### config.mk
export PLATFORM = sky130hd
export DESIGN_NAME = sv39_walker
export DESIGN_NICKNAME = d
export VERILOG_FILES = /design/src/rtl/ptw_pkg.sv /design/src/rtl/ptw_rst_sync.sv /design/src/rtl/ptw_addr_gen.sv /design/src/rtl/ptw_pte_decode.sv /design/src/rtl/ptw_leaf_merge.sv /design/src/rtl/sv39_walker.sv
export SDC_FILE = /design/constraint.sdc
export NUM_CORES = 1
export LEC_CHECK = 0
export ABC_AREA = 1
export CAP_MARGIN = 20
export CORE_ASPECT_RATIO = 1.5
export CORE_MARGIN = 4
export CORE_UTILIZATION = 60
export DETAILED_ROUTE_END_ITERATION = 10
export DONT_BUFFER_PORTS = 1
export PLACE_DENSITY = 0.8
export SLEW_MARGIN = 20
export SYNTH_ARGS = -nofsm -noshare
export SYNTH_HDL_FRONTEND = slang
export SYNTH_SLANG_ARGS = --single-unit
### constraint.sdc
create_clock -name clk -period 22.6 [get_ports clk]
set_input_delay 2.26 -clock clk [delete_from_list [all_inputs] [get_ports clk]]
set_output_delay 2.26 -clock clk [all_outputs]
set_load 0.005 [all_outputs]
### src/rtl/ptw_pkg.sv
package ptw_pkg;

  // entry flag positions decoded by the walker
  localparam int unsigned PTE_V_BIT   = 0;
  localparam int unsigned PTE_R_BIT   = 1;
  localparam int unsigned PTE_W_BIT   = 2;
  localparam int unsigned PTE_X_BIT   = 3;
  localparam int unsigned PTE_G_BIT   = 5;
  localparam int unsigned PTE_PPN_LSB = 10;

  typedef enum logic [2:0] {
    FLT_NONE     = 3'd0,
    FLT_INVALID  = 3'd1,
    FLT_NOPERM   = 3'd2,
    FLT_MISALIGN = 3'd3,
    FLT_ACCESS   = 3'd4
  } ptw_fault_e;

  typedef enum logic [1:0] {
    ST_IDLE = 2'd0,
    ST_REQ  = 2'd1,
    ST_WAIT = 2'd2
  } ptw_state_e;

  typedef enum logic [1:0] {
    KIND_BAD  = 2'd0,
    KIND_PTR  = 2'd1,
    KIND_LEAF = 2'd2
  } pte_kind_e;

endpackage

### src/rtl/ptw_rst_sync.sv
module ptw_rst_sync #(
  parameter int unsigned STAGES = 2
) (
  input  logic clk,
  input  logic rst_n_i,
  output logic rst_n_o
);

  logic [STAGES-1:0] sync_q;

  always_ff @(posedge clk or negedge rst_n_i) begin
    if (!rst_n_i) begin
      sync_q <= '0;
    end else begin
      sync_q <= {sync_q[STAGES-2:0], 1'b1};
    end
  end

  assign rst_n_o = sync_q[STAGES-1];

endmodule

### src/rtl/ptw_addr_gen.sv
module ptw_addr_gen #(
  parameter int unsigned PA_W    = 56,
  parameter int unsigned IDX_W   = 9,
  parameter int unsigned LEVELS  = 3,
  parameter int unsigned ENT_LOG = 3,
  localparam int unsigned VPN_W  = IDX_W * LEVELS,
  localparam int unsigned LVL_W  = $clog2(LEVELS)
) (
  input  logic [PA_W-1:0]  base_i,
  input  logic [VPN_W-1:0] vpn_i,
  input  logic [LVL_W-1:0] level_i,
  output logic [PA_W-1:0]  addr_o
);

  logic [IDX_W-1:0] slice [LEVELS];
  logic [IDX_W-1:0] idx;

  for (genvar g = 0; g < LEVELS; g++) begin : g_slice
    assign slice[g] = vpn_i[g*IDX_W +: IDX_W];
  end

  always_comb begin
    idx = '0;
    for (int k = 0; k < LEVELS; k++) begin
      if (level_i == LVL_W'(k)) begin
        idx = slice[k];
      end
    end
  end

  assign addr_o = base_i + (PA_W'(idx) << ENT_LOG);

endmodule

### src/rtl/ptw_pte_decode.sv
module ptw_pte_decode
  import ptw_pkg::*;
(
  input  logic      v_i,
  input  logic      r_i,
  input  logic      w_i,
  input  logic      x_i,
  output pte_kind_e kind_o
);

  logic bad;
  logic ptr;

  assign bad = !v_i || (w_i && !r_i);
  assign ptr = !bad && !r_i && !x_i;

  always_comb begin
    if (bad) begin
      kind_o = KIND_BAD;
    end else if (ptr) begin
      kind_o = KIND_PTR;
    end else begin
      kind_o = KIND_LEAF;
    end
  end

endmodule

### src/rtl/ptw_leaf_merge.sv
module ptw_leaf_merge #(
  parameter int unsigned PPN_W  = 44,
  parameter int unsigned IDX_W  = 9,
  parameter int unsigned LEVELS = 3,
  localparam int unsigned VPN_W = IDX_W * LEVELS,
  localparam int unsigned LVL_W = $clog2(LEVELS)
) (
  input  logic [PPN_W-1:0] ppn_i,
  input  logic [VPN_W-1:0] vpn_i,
  input  logic [LVL_W-1:0] level_i,
  output logic             misalign_o,
  output logic [PPN_W-1:0] ppn_o
);

  logic [PPN_W-1:0] mask;
  logic [PPN_W-1:0] vpn_ext;

  // one group of IDX_W mask bits per level below the current one
  for (genvar g = 0; g < LEVELS; g++) begin : g_mask
    assign mask[g*IDX_W +: IDX_W] = (32'(level_i) > g) ? {IDX_W{1'b1}} : '0;
  end

  if (PPN_W > VPN_W) begin : g_mask_hi
    assign mask[PPN_W-1:VPN_W] = '0;
  end

  assign vpn_ext    = PPN_W'(vpn_i);
  assign misalign_o = |(ppn_i & mask);
  assign ppn_o      = ppn_i | (vpn_ext & mask);

endmodule

### src/rtl/sv39_walker.sv
module sv39_walker
  import ptw_pkg::*;
#(
  parameter int unsigned VA_W    = 39,
  parameter int unsigned PA_W    = 56,
  parameter int unsigned PG_BITS = 12,
  parameter int unsigned IDX_W   = 9,
  parameter int unsigned LEVELS  = 3,
  parameter int unsigned PTE_W   = 64,
  parameter int unsigned ACC_W   = 2,
  localparam int unsigned VPN_W  = VA_W - PG_BITS,
  localparam int unsigned PPN_W  = PA_W - PG_BITS,
  localparam int unsigned LVL_W  = $clog2(LEVELS),
  localparam int unsigned ENT_LOG = $clog2(PTE_W / 8)
) (
  input  logic             clk,
  input  logic             rst_n,
  input  logic             start_i,
  input  logic [VA_W-1:0]  vaddr_i,
  input  logic [PA_W-1:0]  root_base_i,
  input  logic [ACC_W-1:0] acc_i,
  input  logic             perm_ok_i,
  input  logic             mem_rvalid_i,
  input  logic [PTE_W-1:0] mem_rdata_i,
  input  logic             mem_rerr_i,
  output logic             mem_req_o,
  output logic [PA_W-1:0]  mem_addr_o,
  output logic [ACC_W-1:0] access_o,
  output logic             busy_o,
  output logic             done_o,
  output logic             ok_o,
  output logic [2:0]       fault_o,
  output logic [PA_W-1:0]  paddr_o,
  output logic [PTE_W-1:0] pte_o,
  output logic [PA_W-1:0]  pte_addr_o,
  output logic [LVL_W-1:0] level_o,
  output logic             global_o
);

  logic rst_n_s;

  ptw_rst_sync #(.STAGES(2)) u_rst_sync (
    .clk     (clk),
    .rst_n_i (rst_n),
    .rst_n_o (rst_n_s)
  );

  // walk context
  ptw_state_e       state_q, state_d;
  logic [VA_W-1:0]  vaddr_q, vaddr_d;
  logic [PA_W-1:0]  base_q, base_d;
  logic [LVL_W-1:0] level_q, level_d;
  logic             glob_q, glob_d;
  logic [ACC_W-1:0] acc_q, acc_d;

  // results
  logic             done_q, done_d;
  logic             ok_q, ok_d;
  ptw_fault_e       fault_q, fault_d;
  logic [PA_W-1:0]  paddr_q, paddr_d;
  logic [PTE_W-1:0] pte_q, pte_d;
  logic [PA_W-1:0]  pte_addr_q, pte_addr_d;
  logic [LVL_W-1:0] lvl_out_q, lvl_out_d;
  logic             glob_out_q, glob_out_d;

  logic             ctx_en;
  logic             res_en;

  logic [PA_W-1:0]  entry_addr;
  pte_kind_e        kind;
  logic [PPN_W-1:0] pte_ppn;
  logic [PPN_W-1:0] leaf_ppn;
  logic             misalign;
  logic             pte_glob;
  logic             resp_take;

  assign pte_ppn   = mem_rdata_i[PTE_PPN_LSB +: PPN_W];
  assign pte_glob  = mem_rdata_i[PTE_G_BIT];
  assign resp_take = (state_q == ST_WAIT) && mem_rvalid_i;

  ptw_addr_gen #(
    .PA_W    (PA_W),
    .IDX_W   (IDX_W),
    .LEVELS  (LEVELS),
    .ENT_LOG (ENT_LOG)
  ) u_addr_gen (
    .base_i  (base_q),
    .vpn_i   (vaddr_q[PG_BITS +: VPN_W]),
    .level_i (level_q),
    .addr_o  (entry_addr)
  );

  ptw_pte_decode u_decode (
    .v_i    (mem_rdata_i[PTE_V_BIT]),
    .r_i    (mem_rdata_i[PTE_R_BIT]),
    .w_i    (mem_rdata_i[PTE_W_BIT]),
    .x_i    (mem_rdata_i[PTE_X_BIT]),
    .kind_o (kind)
  );

  ptw_leaf_merge #(
    .PPN_W  (PPN_W),
    .IDX_W  (IDX_W),
    .LEVELS (LEVELS)
  ) u_merge (
    .ppn_i      (pte_ppn),
    .vpn_i      (vaddr_q[PG_BITS +: VPN_W]),
    .level_i    (level_q),
    .misalign_o (misalign),
    .ppn_o      (leaf_ppn)
  );

  // next-state logic
  always_comb begin
    state_d    = state_q;
    vaddr_d    = vaddr_q;
    base_d     = base_q;
    level_d    = level_q;
    glob_d     = glob_q;
    acc_d      = acc_q;
    done_d     = 1'b0;
    ok_d       = ok_q;
    fault_d    = fault_q;
    paddr_d    = paddr_q;
    pte_d      = pte_q;
    pte_addr_d = pte_addr_q;
    lvl_out_d  = lvl_out_q;
    glob_out_d = glob_out_q;

    unique case (state_q)
      ST_IDLE: begin
        if (start_i) begin
          vaddr_d = vaddr_i;
          base_d  = root_base_i;
          level_d = LVL_W'(LEVELS - 1);
          glob_d  = 1'b0;
          acc_d   = acc_i;
          state_d = ST_REQ;
        end
      end

      ST_REQ: begin
        state_d = ST_WAIT;
      end

      ST_WAIT: begin
        if (mem_rvalid_i) begin
          if (mem_rerr_i) begin
            state_d = ST_IDLE;
            done_d  = 1'b1;
            ok_d    = 1'b0;
            fault_d = FLT_ACCESS;
          end else begin
            glob_d     = glob_q | pte_glob;
            pte_d      = mem_rdata_i;
            pte_addr_d = entry_addr;
            lvl_out_d  = level_q;
            glob_out_d = glob_q | pte_glob;
            unique case (kind)
              KIND_PTR: begin
                if (level_q == '0) begin
                  state_d = ST_IDLE;
                  done_d  = 1'b1;
                  ok_d    = 1'b0;
                  fault_d = FLT_INVALID;
                end else begin
                  base_d  = {pte_ppn, {PG_BITS{1'b0}}};
                  level_d = level_q - 1'b1;
                  state_d = ST_REQ;
                end
              end
              KIND_LEAF: begin
                state_d = ST_IDLE;
                done_d  = 1'b1;
                if (!perm_ok_i) begin
                  ok_d    = 1'b0;
                  fault_d = FLT_NOPERM;
                end else if (misalign) begin
                  ok_d    = 1'b0;
                  fault_d = FLT_MISALIGN;
                end else begin
                  ok_d    = 1'b1;
                  fault_d = FLT_NONE;
                  paddr_d = {leaf_ppn, vaddr_q[PG_BITS-1:0]};
                end
              end
              default: begin
                state_d = ST_IDLE;
                done_d  = 1'b1;
                ok_d    = 1'b0;
                fault_d = FLT_INVALID;
              end
            endcase
          end
        end
      end

      default: begin
        state_d = ST_IDLE;
      end
    endcase
  end

  assign ctx_en = ((state_q == ST_IDLE) && start_i) || resp_take;
  assign res_en = resp_take;

  // registers
  always_ff @(posedge clk or negedge rst_n_s) begin
    if (!rst_n_s) begin
      state_q <= ST_IDLE;
      done_q  <= 1'b0;
    end else begin
      state_q <= state_d;
      done_q  <= done_d;
    end
  end

  always_ff @(posedge clk or negedge rst_n_s) begin
    if (!rst_n_s) begin
      vaddr_q <= '0;
      base_q  <= '0;
      level_q <= '0;
      glob_q  <= 1'b0;
      acc_q   <= '0;
    end else if (ctx_en) begin
      vaddr_q <= vaddr_d;
      base_q  <= base_d;
      level_q <= level_d;
      glob_q  <= glob_d;
      acc_q   <= acc_d;
    end
  end

  always_ff @(posedge clk or negedge rst_n_s) begin
    if (!rst_n_s) begin
      ok_q       <= 1'b0;
      fault_q    <= FLT_NONE;
      paddr_q    <= '0;
      pte_q      <= '0;
      pte_addr_q <= '0;
      lvl_out_q  <= '0;
      glob_out_q <= 1'b0;
    end else if (res_en) begin
      ok_q       <= ok_d;
      fault_q    <= fault_d;
      paddr_q    <= paddr_d;
      pte_q      <= pte_d;
      pte_addr_q <= pte_addr_d;
      lvl_out_q  <= lvl_out_d;
      glob_out_q <= glob_out_d;
    end
  end

  assign mem_req_o  = (state_q == ST_REQ);
  assign mem_addr_o = entry_addr;
  assign access_o   = acc_q;
  assign busy_o     = (state_q != ST_IDLE);
  assign done_o     = done_q;
  assign ok_o       = ok_q;
  assign fault_o    = fault_q;
  assign paddr_o    = paddr_q;
  assign pte_o      = pte_q;
  assign pte_addr_o = pte_addr_q;
  assign level_o    = lvl_out_q;
  assign global_o   = glob_out_q;

endmodule

==> metrics, run 1 <==
min cycle time layout 6.30 ns; crit start category register; Vert. Die Dim 196 µm; first-pass GRT wire length 70,900 µm; crit-path max FO 10; sequential fraction of the synthesis area 0.508; unrepaired setup endpoints after global routing no; most frequent cells in the layout 642 x nand2_1, 287 x dfrtp_1, 199 x inv_1, 131 x o21ai_0, 114 x nor2_1; Detail Route Antenna Nets 0; share of cells above drive strength 1 0.0491; DP Wirelength 35,400 µm; worst skew pair latency 0.54 ns; initial antenna violation count 2; Final Max Slew Viols 0; Crit Path Category reg2out; crit path DAT 4.04 ns; Final setup viols 0; switching component of the power 0.944 mW; Post-Synth XOR/XNOR Area 0.0105; status finished, final reports clean; drt drc 0; final net count 1,954; GRT Overall Usage 0.345; f_max 0.159 GHz; slew margin rel. 0.378; Worst-Margin Slew 0.933 ns; Initial Utilization 0.614; pwr/cell area 141 nW/µm²; CTS clk-pin slew, worst paths 0.07 ns; number of global-route vias before repair 12,274; Clock power frac 0.218; Seq cells post-synth 288; DRT Pass-1 Iters 8; Leakage 7.85 nW; post-synthesis compound-gate area fraction 0.0940; clk_skew 0.0139 ns; Syn Area/Cell 7.81 µm²; Post-Syn Nets 2,000; Bufs on Longest Clock Path 3; Worst setup EP type primary output; Multi-input gate area 5850 µm²; Post-CTS Setup Bufs 0; RePlAce Congestion 0.964; Syn-to-layout area delta 7.40%; logic gate share of total power 0.363; Cell variety after synth 33; Ys Warns 0; Vias/cell 5.90; Reg2Reg Setup Slack 18.88 ns; Final Non-Filler Cells 2,108; ys flop type dfrtp_1; post-cts repair resize count 0; width of the die 134 µm; Net Sw Frac 0.438; sequential power share 0.419; CTS Buf Count 27; remaining global-route overflow 0; Placed Instances 2,058; Rows 68; total routed wirelength 46,600 µm; final setup TNS 0 ns; Peak VDD IR 0.0000934 V; Top Ports 411; post-cts hold buffer count 0; commonest non-fill, non-tap cell in the layout nand2_1; Gate Count Post-Synth 1,819; CTS tree yes; largest net degree at the start of global routing 100; Root Driver clkbuf_16; Post-synth EDFFs 0; Int Pwr 1.21 mW; largest family of logic cells by synthesized area simple AND/OR/NAND/NOR gates; Final Cycle Share 0.279; Core ar. 23,100 µm²; Hold Vio Cnt, Final 0; Synth async-reset ratio 1.00; Die Area 26,200 µm²; Hold WC Path Type reg2async; adder-cell share of the synthesized area 0.0129; IO buf count 0; Syn Std Cell Area 14,200 µm²; post-synthesis simple-gate area fraction 0.281; mux share of post-synthesis cell area 0.0111; Vias 12,431; H-tree depth 1; DRT iter0 DRCs 1,136; max cap viols 0; WL per Instance 22.1 µm; Register Area 7210 µm²; Fillers 2,010; clock sinks 288; Worst Path Required 20.34 ns
-- state kept, by name, indices dropped and copies added (netlist names) --
name and count:
level_q 2, u_rst_sync.sync_q 2, level_o 2, paddr_o 56, vaddr_q 39, glob_q 1
pte_o 64, done_o 1, base_q 56, global_o 1, ok_o 1, pte_addr_o 56
fault_o 3, access_o 2, state_q 2
-- critical path, stage by stage (launching register included) --
cell and delay, ns:
dfrtp_1 0.42, inv_1 0.13, ha_1 0.34, inv_2 0.07
nor2_1 0.41, a221oi_1 0.16, a21oi_1 0.20, ha_1 0.26
fa_1 0.28, nand3_1 0.09, nand3_1 0.21, nand2_1 0.10
nand2_1 0.16, nand2_1 0.07, nand2_1 0.25, nand3_1 0.14
and2_1 0.21
-- per-layer routing --
| layer | track usage | vias up | wire [µm] | share of wire |
|---|---|---|---|---|
| met1 | 0.425 | 5835 | 17000 | 0.37 |
| li1 | - | 5737 | - | - |
| met4 | 0.138 | 0 | 2180 | 0.047 |
| met3 | 0.0919 | 127 | 4710 | 0.10 |
| met5 | 0 | - | 0 | 0 |
| met2 | 0.584 | 732 | 22700 | 0.49 |
-- power groups by stage --
stage | Combinational, mW | Clock [mW] | Sequential (mW)
5_1_grt | 0.877 | 0.495 | 0.922
4_1_cts | 0.777 | 0.474 | 0.903
2_1_floorplan | 0.558 | 0 | 0.842
3_3_place_gp | 0.759 | 0 | 0.909
3_5_place_dp | 0.773 | 0 | 0.911
6_report | 0.784 | 0.469 | 0.904
-- worst paths after layout --
| path | start | endpoint | cells after the start |
|---|---|---|---|
| min reg2reg | u_rst_sync.sync_q[1]$_DFF_PN0_ | paddr_o[13]$_DFFE_PN0P_ | 0 |
| max | level_q[1]$_DFFE_PN0P_ | mem_addr_o[33] | 16 |
| max in group asynchronous | u_rst_sync.sync_q[1]$_DFF_PN0_ | pte_addr_o[44]$_DFFE_PN0P_ | 3 |
| min in group clk | u_rst_sync.sync_q[0]$_DFF_PN0_ | u_rst_sync.sync_q[1]$_DFF_PN0_ | 0 |
| min | u_rst_sync.sync_q[1]$_DFF_PN0_ | paddr_o[13]$_DFFE_PN0P_ | 0 |
| max reg2reg | level_q[1]$_DFFE_PN0P_ | pte_addr_o[17]$_DFFE_PN0P_ | 16 |
-- cell families after synthesis --
| kind of cell | Yosys count |
|---|---|
| AOI/OAI and AO/OA | 235 |
| other | 1 |
| muxes | 14 |
| and+or+nand+nor | 959 |
| buffers and inverters | 291 |
| adders and majority gates | 14 |
| DFF | 288 |
| xor gates and xnor gates | 17 |
-- cell usage after synthesis (2+ instances only) --
cell	n	share of area
dfrtp_1	288	0.51
inv_2	3	0.00079
nor3_1	7	0.0025
clkbuf_1	48	0.013
a21oi_1	40	0.014
nand4_1	85	0.037
nand3_1	86	0.030
and2_1	16	0.0070
o211ai_1	38	0.020
a31oi_1	8	0.0035
nor2_2	3	0.0013
a221oi_1	9	0.0056
inv_1	200	0.053
nand2_1	643	0.17
o21ai_1	5	0.0018
o21ai_0	131	0.046
nor2_1	115	0.030
ha_1	13	0.011
buf_4	7	0.0037
nand2_2	2	0.00088
buf_1	13	0.0034
buf_2	15	0.0053
mux2_2	14	0.011
buf_6	5	0.0040
xor2_1	17	0.010
-- metrics by stage --
step	worst slack, ns	cell area [µm²]	total power [mW]	hold slack (ns)	utilization
detailed placement	16.93	14300	1.68	0.342	0.618
global placement	17.07	14300	1.67	0.338	0.618
finish	16.30	15300	2.16	0.222	0.659
CTS	16.37	15200	2.15	0.352	0.658
floorplan	13.98	14200	1.40	0.331	-
global route	15.96	15300	2.29	0.250	0.659
-- cell type report --
cell class | count | area share
antenna | 2 | 0.000328
clock buffer | 35 | 0.0502
clock inverter | 12 | 0.00943
inverter | 203 | 0.0500
multi-input combinational | 1240 | 0.384
sequential | 288 | 0.473
tap | 315 | 0.0258
timing repair buffer | 13 | 0.00771
(Power assumes the default switching activity.)
==> run 2, diff against run 1 <==
ABC_AREA = 0   (was 1)
CORE_ASPECT_RATIO = default   (was 1.5)
CORE_UTILIZATION = 57   (was 60)
PLACE_DENSITY = 0.79   (was 0.8)
clock period = 5.25 ns   (was 22.6 ns; I/O delays follow)
==> run 2 against run 1 <==
Effect of this change: critical path depth decreased by 3; sequential power increased to 4.6 times the previous value; die area decreased by 4.1%; largest cell class unchanged.
==> metrics, run 2 <==
status finished, final reports clean (unchanged); total routed wirelength 39,400 µm (was 46,600 µm); Post-Syn Nets 1,462 (was 2,000); unrepaired setup endpoints after global routing no (unchanged); share of cells above drive strength 1 0.149 (was 0.0491); Reg2Reg Setup Slack 1.27 ns (was 18.88 ns); IO buf count 0 (unchanged); worst-path cell chain inv_1, ha_1, inv_1, nor2_2, a22oi_1, o21ai_0, ha_1, a21oi_1, o21ai_2, nand2_1, a211oi_2, nand2_1, xnor2_1 (was inv_1, ha_1, inv_2, nor2_1, a221oi_1, a21oi_1, ha_1, fa_1, nand3_1, nand3_1, nand2_1, nand2_1, nand2_1, nand2_1, nand3_1, and2_1); RR Startpoint level_q[1]$_DFFE_PN0P_ (unchanged); Clock power frac 0.230 (was 0.218); Net Sw Frac 0.394 (was 0.438); crit path DAT 4.34 ns (was 4.04 ns); DRT iter0 DRCs 992 (was 1,136); Syn-to-layout area delta 8.65% (was 7.40%); Worst path slowest cell a211oi_2 (was dfrtp_1); CTS tree yes (unchanged); Layout Utilization 0.636 (was 0.659); Cell variety after synth 56 (was 33); WL per Instance 25.4 µm (was 22.1 µm); number of global-route vias before repair 9,825 (was 12,274); Syn Std Cell Area 12,900 µm² (was 14,200 µm²); Crit Path Category reg2out (unchanged); DP Wirelength 29,500 µm (was 35,400 µm); Detail Route Antenna Nets 0 (unchanged); pwr/cell area 622 nW/µm² (was 141 nW/µm²); Worst path max stage delay 0.49 ns (was 0.42 ns); Crit Reg-Reg Endpoint pte_addr_o[50]$_DFFE_PN0P_ (was pte_addr_o[17]$_DFFE_PN0P_); GRT Overall Usage 0.303 (was 0.345); most frequent cells after synthesis 355 x nand2_1, 288 x dfrtp_1, 111 x mux2_2, 92 x nor2_1, 69 x a21oi_1 (was 643 x nand2_1, 288 x dfrtp_1, 200 x inv_1, 131 x o21ai_0, 115 x nor2_1); Int Pwr 5.31 mW (was 1.21 mW); Final Cycle Share 0.926; switching component of the power 3.44 mW (was 0.944 mW); ys flop type dfrtp_1 (unchanged); crit-path max FO 11 (was 10); Synth async-reset ratio 1.00 (unchanged); largest cells by area after synthesis dfrtp_1 56%, nand2_1 10%, mux2_2 9.7%, a21oi_1 2.7%, nor2_1 2.7% (was dfrtp_1 51%, nand2_1 17%, inv_1 5.3%, o21ai_0 4.6%, nand4_1 3.7%); f_max 0.206 GHz; Hold WC Path Type in2reg (was reg2async); Root Driver clkbuf_16 (unchanged); Die Area 25,200 µm² (was 26,200 µm²); initial antenna violation count 3 (was 2); clock sinks 288 (unchanged); sequential power share 0.473 (was 0.419); Gate Count Post-Synth 1,281 (was 1,819); Hold Startpoint mem_rdata_i[25]; Largest register FFs 64 (unchanged); Peak VDD IR 0.000381 V (was 0.0000934 V); DRT Pass-1 Iters 6 (was 8); CTS clk-pin slew, worst paths 0.06 ns (was 0.07 ns); worst skew pair latency 0.55 ns (was 0.54 ns); Final Non-Filler Cells 1,554 (was 2,108); Ys Warns 0 (unchanged); Worst Path Required 4.72 ns (was 20.34 ns); clk_skew 0.0236 ns (was 0.0139 ns); width of the die 159 µm (was 134 µm); Final Max Slew Viols 0 (unchanged); min cycle time layout 4.86 ns; largest net degree at the start of global routing 167 (was 100); most frequent cells in the layout 353 x nand2_1, 287 x dfrtp_1, 111 x mux2_2, 90 x nor2_1, 69 x a21oi_1 (was 642 x nand2_1, 287 x dfrtp_1, 199 x inv_1, 131 x o21ai_0, 114 x nor2_1); Rows 54 (was 68); Worst-Margin Slew 1.15 ns (was 0.933 ns); CTS Buf Count 28 (was 27); final net count 1,431 (was 1,954); sequential fraction of the synthesis area 0.557 (was 0.508); Bufs on Longest Clock Path 3 (unchanged); Placed Instances 1,499 (was 2,058); Core ar. 22,100 µm² (was 23,100 µm²); DP Area 13,100 µm² (was 14,300 µm²); slew margin rel. 0.231 (was 0.378); Syn Area/Cell 10.1 µm² (was 7.81 µm²); commonest non-fill, non-tap cell in the layout nand2_1 (unchanged); Hold Path Depth 2; Worst setup EP type primary output (unchanged); Post-synth EDFFs 0 (unchanged); Synth area leader dfrtp_1 (unchanged); crit start category register (unchanged); Initial Utilization 0.586 (was 0.614); Worst Hold Path EP pte_o[25]$_DFFE_PN0P_; logic gate share of total power 0.297 (was 0.363); Leakage 6.49 nW (was 7.85 nW); final setup TNS 0 ns (unchanged); first-pass GRT wire length 58,200 µm (was 70,900 µm); Vias 9,954 (was 12,431); drt drc 0 (unchanged); Seq cells post-synth 288 (unchanged); R2R cell count 13 (was 16); post-route cell area 14,100 µm² (was 15,300 µm²); Hold Vio Cnt, Final 0 (unchanged); Vias/cell 6.41 (was 5.90); remaining global-route overflow 0 (unchanged); RePlAce Congestion 0.995 (was 0.964); post-synth top area share 0.557 (was 0.508); Top Ports 411 (unchanged); Vert. Die Dim 159 µm (was 196 µm); top-count cell post-synth nand2_1 (unchanged); H-tree depth 1 (unchanged); Final setup viols 0 (unchanged); max cap viols 0 (unchanged)
## run 2: changes by cell type after synthesis, sizes merged, moves of 38 or more
cell   delta
inv     -195
o21ai   -117
nand2   -290
nand4    -73
a31oi    +38
mux2     +97
nand3    -52
## run 2: worst max-delay path: cells and delay by family, from the launching register on
kind / cells / cell delay (ns)
buffers and inverters: 2 / 0.35
DFF: 1 / 0.41
AOI/OAI and AO/OA: 5 / 1.39
adders and majority gates: 2 / 0.50
and+or+nand+nor: 3 / 0.88
xor gates and xnor gates: 1 / 0.26
## run 2: final cells by class
type                            count  area, µm²
Fill cell                        1738       8030
Sequential cell                   288       7210
Multi-Input combinational cell    912       5420
Clock buffer                       37        795
Tap cell                          280        350
Clock inverter                     14        138
Timing Repair Buffer               12        105
Inverter                            8       30.0
Antenna cell                        3       7.51
## run 2: worst max-delay path by stage
stage,start,end,slack (ns),cells past startpoint
after global routing,level_q[0]$_DFFE_PN0P_,mem_addr_o[46],0.12,13
final,level_q[1]$_DFFE_PN0P_,mem_addr_o[46],0.39,13
after global placement,level_q[1]$_DFFE_PN0P_,mem_addr_o[36],1.18,13
after CTS,level_q[1]$_DFFE_PN0P_,mem_addr_o[46],0.38,13
after detailed placement,level_q[1]$_DFFE_PN0P_,mem_addr_o[46],0.97,13
after floorplan,u_rst_sync.sync_q[1]$_DFF_PN0_,access_o[0]$_DFFE_PN0P_,0.53,0
## run 2: cells by family (layout without fill, tap and decap cells)
kind of cell	Yosys count	after routing	share of synthesized area
other	1	4	0.000290
adder cells (fa/ha/maj)	14	14	0.0141
buffers and inverters	81	71	0.0263
multiplexers	112	112	0.0974
flip-flops	288	288	0.557
XOR/XNOR	51	51	0.0345
AND/OR/NAND/NOR	544	544	0.175
AO/OA/AOI/OAI	190	190	0.0954
## run 2: power by group through the flow
stage | sequential [mW] | combinational [mW] | clock, mW
6_report | 4.13 | 2.60 | 2.01
3_3_place_gp | 4.12 | 2.47 | 0
2_1_floorplan | 3.69 | 2.03 | 0
4_1_cts | 4.11 | 2.59 | 2.04
5_1_grt | 4.22 | 2.89 | 2.14
3_5_place_dp | 4.14 | 2.58 | 0
## run 2: metrics by stage
step           power, mW  hold WS, ns  worst slack (ns)
5_1_grt             9.25       0.0628             0.117
6_report            8.75       0.0781             0.390
4_1_cts             8.75       0.0553             0.378
3_3_place_gp        6.59        0.229              1.18
3_5_place_dp        6.72        0.229             0.968
2_1_floorplan       5.73        0.229             0.533
## run 2: what timing repair did
item | 4_1_cts | 5_1_grt
hold buffers | 1 | 0
gates resized for setup | 0 | 1
hold endpoints to repair | 2 | 0
buffers inserted | 0 | 0
endpoints found under the setup margin | 0 | 2
## run 2: per-layer routing
metal,vias to the layer above,share of wire,GRT usage
met5,-,0.00028,0
met4,2,0.040,0.104
met3,118,0.13,0.118
met2,635,0.46,0.464
met1,4876,0.38,0.398
li1,4323,-,-
==> run 3, diff against run 2 <==
--- a/config.mk
+++ b/config.mk
@@ -9,7 +9,7 @@
 export CAP_MARGIN = 20
-export CORE_MARGIN = 4
-export CORE_UTILIZATION = 57
+export CORE_AREA = 4 4 157 159
 export DETAILED_ROUTE_END_ITERATION = 10
+export DIE_AREA = 0 0 161 163
 export DONT_BUFFER_PORTS = 1
-export PLACE_DENSITY = 0.79
+export PLACE_DENSITY = 0.75
 export SLEW_MARGIN = 20
==> constraint.sdc (replaced) <==
create_clock -name clk -period 4.6 [get_ports clk]
set_input_delay 1.38 -clock clk [delete_from_list [all_inputs] [get_ports clk]]
set_output_delay 1.38 -clock clk [all_outputs]
set_load 0.005 [all_outputs]
==> run 3 against run 2 <==
Effect of this change: the flow now finishes with violations (negative setup slack); via count increased by 3.6%; wire length is 8.4% higher; sequential power up 15%; final area grew 10%; register-to-register slack better by 0.03 ns; sequential cell count unchanged; first-iteration DRC count shrank 2.6%; largest cell class unchanged.
==> metrics, run 3 (same netlist as run 2, synthesis figures left out) <==
Hold Vio Cnt, Final 0 (unchanged); Hold Path Depth 0 (was 2); drt drc 0 (unchanged); Vias 10,311 (was 9,954); DRT iter0 DRCs 966 (was 992); Final Max Slew Viols 0 (unchanged); Leakage 7.06 nW (was 6.49 nW); Final setup viols 45 (was 0); min cycle time layout 4.89 ns; Hold WC Path Type reg2reg (was in2reg); WL per Instance 25.9 µm (was 25.4 µm); RePlAce Congestion 0.931 (was 0.995); Worst setup EP type primary output (unchanged); Worst Hold Path EP u_rst_sync.sync_q[1]$_DFF_PN0_ (was pte_o[25]$_DFFE_PN0P_); Vias/cell 6.25 (was 6.41); Syn-to-layout area delta 19.6% (was 8.65%); Crit Reg-Reg Endpoint pte_addr_o[47]$_DFFE_PN0P_ (was pte_addr_o[50]$_DFFE_PN0P_); failing checks negative setup slack; status complete, but fails checks (was finished, final reports clean); most frequent cells in the layout 349 x nand2_1, 287 x dfrtp_1, 111 x mux2_2, 88 x nor2_1, 61 x a21oi_1 (was 353 x nand2_1, 287 x dfrtp_1, 111 x mux2_2, 90 x nor2_1, 69 x a21oi_1); crit start category register (unchanged); width of the die 161 µm (was 159 µm); first-pass GRT wire length 63,300 µm (was 58,200 µm); slew margin rel. 0.335 (was 0.231); max cap viols 0 (unchanged); Worst-Margin Slew 0.998 ns (was 1.15 ns); H-tree depth 1 (unchanged); GRT Overall Usage 0.312 (was 0.303); Hold Startpoint u_rst_sync.sync_q[0]$_DFF_PN0_ (was mem_rdata_i[25]); clock sinks 288 (unchanged); Core ar. 23,300 µm² (was 22,100 µm²); RR Startpoint level_q[0]$_DFFE_PN0P_ (was level_q[1]$_DFFE_PN0P_); Crit Path Category reg2out (unchanged); share of cells above drive strength 1 0.260 (was 0.149); Rows 56 (was 54); final net count 1,492 (was 1,431); Largest register FFs 64 (unchanged); Final Non-Filler Cells 1,649 (was 1,554); DP Wirelength 29,900 µm (was 29,500 µm); Initial Utilization 0.556 (was 0.586); Top Ports 411 (unchanged); pwr/cell area 719 nW/µm² (was 622 nW/µm²); remaining global-route overflow 0 (unchanged); CTS Buf Count 30 (was 28); crit path DAT 3.51 ns (was 4.34 ns); Final Cycle Share 1.06; Root Driver clkbuf_16 (unchanged); Vert. Die Dim 163 µm (was 159 µm); clk_skew 0.0231 ns (was 0.0236 ns); unrepaired setup endpoints after global routing yes (was no); total routed wirelength 42,800 µm (was 39,400 µm); Bufs on Longest Clock Path 3 (unchanged); Final WS setup -0.290 ns (was 0.390 ns); worst skew pair latency 0.56 ns (was 0.55 ns); CTS clk-pin slew, worst paths 0.06 ns (about the same); Reg2Reg Setup Slack 1.30 ns (was 1.27 ns); Peak VDD IR 0.000411 V (was 0.000381 V); final setup TNS -7.99 ns (was 0 ns); f_max 0.204 GHz; DRT Pass-1 Iters 8 (was 6); Worst Path Required 3.22 ns (was 4.72 ns); post-cts hold buffer count 0 (was 1); largest net degree at the start of global routing 157 (was 167); R2R cell count 15 (was 13); Detail Route Antenna Nets 0 (unchanged); Die Area 26,200 µm² (was 25,200 µm²); CTS tree yes (unchanged); number of global-route vias before repair 10,493 (was 9,825); crit-path max FO 8 (was 11); IO buf count 0 (unchanged); Placed Instances 1,565 (was 1,499); initial antenna violation count 1 (was 3); commonest non-fill, non-tap cell in the layout nand2_1 (unchanged)
run 3: worst max-delay path, stage by stage, from the launching register on:
cell	delay [ns]
dfrtp_1	0.44
inv_2	0.10
ha_4	0.15
inv_4	0.05
nor2_4	0.25
buf_6	0.15
a22oi_2	0.04
o21ai_1	0.13
ha_1	0.22
buf_6	0.12
nand3_1	0.17
nor4_4	0.39
a22o_4	0.31
nand2_2	0.11
xnor2_2	0.29
run 3: how the worst max path moves through the flow:
| stage | start | slack (ns) | endpoint |
|---|---|---|---|
| 3_3_place_gp | level_q[1]$_DFFE_PN0P_ | 0.04 | mem_addr_o[21] |
| 2_1_floorplan | level_q[0]$_DFFE_PN0P_ | 0.06 | mem_addr_o[31] |
| 4_1_cts | level_q[0]$_DFFE_PN0P_ | -0.19 | mem_addr_o[47] |
| 6_report | level_q[0]$_DFFE_PN0P_ | -0.29 | mem_addr_o[21] |
| 3_5_place_dp | level_q[1]$_DFFE_PN0P_ | -0.11 | mem_addr_o[21] |
| 5_1_grt | level_q[0]$_DFFE_PN0P_ | -0.38 | mem_addr_o[54] |
run 3: metal layers:
| layer | wire length [µm] | GRT usage |
|---|---|---|
| met4 | 1410 | 0.0969 |
| met1 | 16100 | 0.403 |
| met2 | 20200 | 0.499 |
| met3 | 5110 | 0.112 |
| met5 | 0 | 0 |
run 3: through the flow:
step / hold WS [ns] / utilization / worst slack (ns) / instance area (µm²) / total power [mW]
6_report: 0.354 / 0.665 / -0.290 / 15500 / 11.1
5_1_grt: 0.365 / 0.665 / -0.376 / 15500 / 11.7
4_1_cts: 0.355 / 0.650 / -0.187 / 15100 / 10.6
3_5_place_dp: 0.342 / 0.576 / -0.110 / 13400 / 7.82
3_3_place_gp: 0.334 / 0.576 / 0.0366 / 13400 / 7.68
2_1_floorplan: 0.331 / - / 0.0615 / 12900 / 6.53
run 3: timing repair:
item / 4_1_cts / 5_1_grt
setup endpoints to repair: 48 / 46
resized for setup: 112 / 50
pin swaps: 47 / 29
buffers inserted: 21 / 12
gates cloned: 1 / 0
run 3: report_power, final:
| part | leakage (nW) | switching (mW) | total (mW) | internal (mW) |
|---|---|---|---|---|
| combinational | 3.03 | 2.22 | 3.98 | 1.76 |
| clock | 0.479 | 0.994 | 2.41 | 1.42 |
| sequential | 3.55 | 1.22 | 4.75 | 3.53 |
run 3: area by class of cell:
class | instances | area (µm²)
clock buffers | 43 | 870
multi-input cells | 913 | 6210
inverters | 8 | 35.0
flip-flops and latches | 288 | 7210
repair buffers | 70 | 652
fillers | 1806 | 7780
diodes | 1 | 2.50
well taps | 319 | 399
clock inverters | 7 | 104
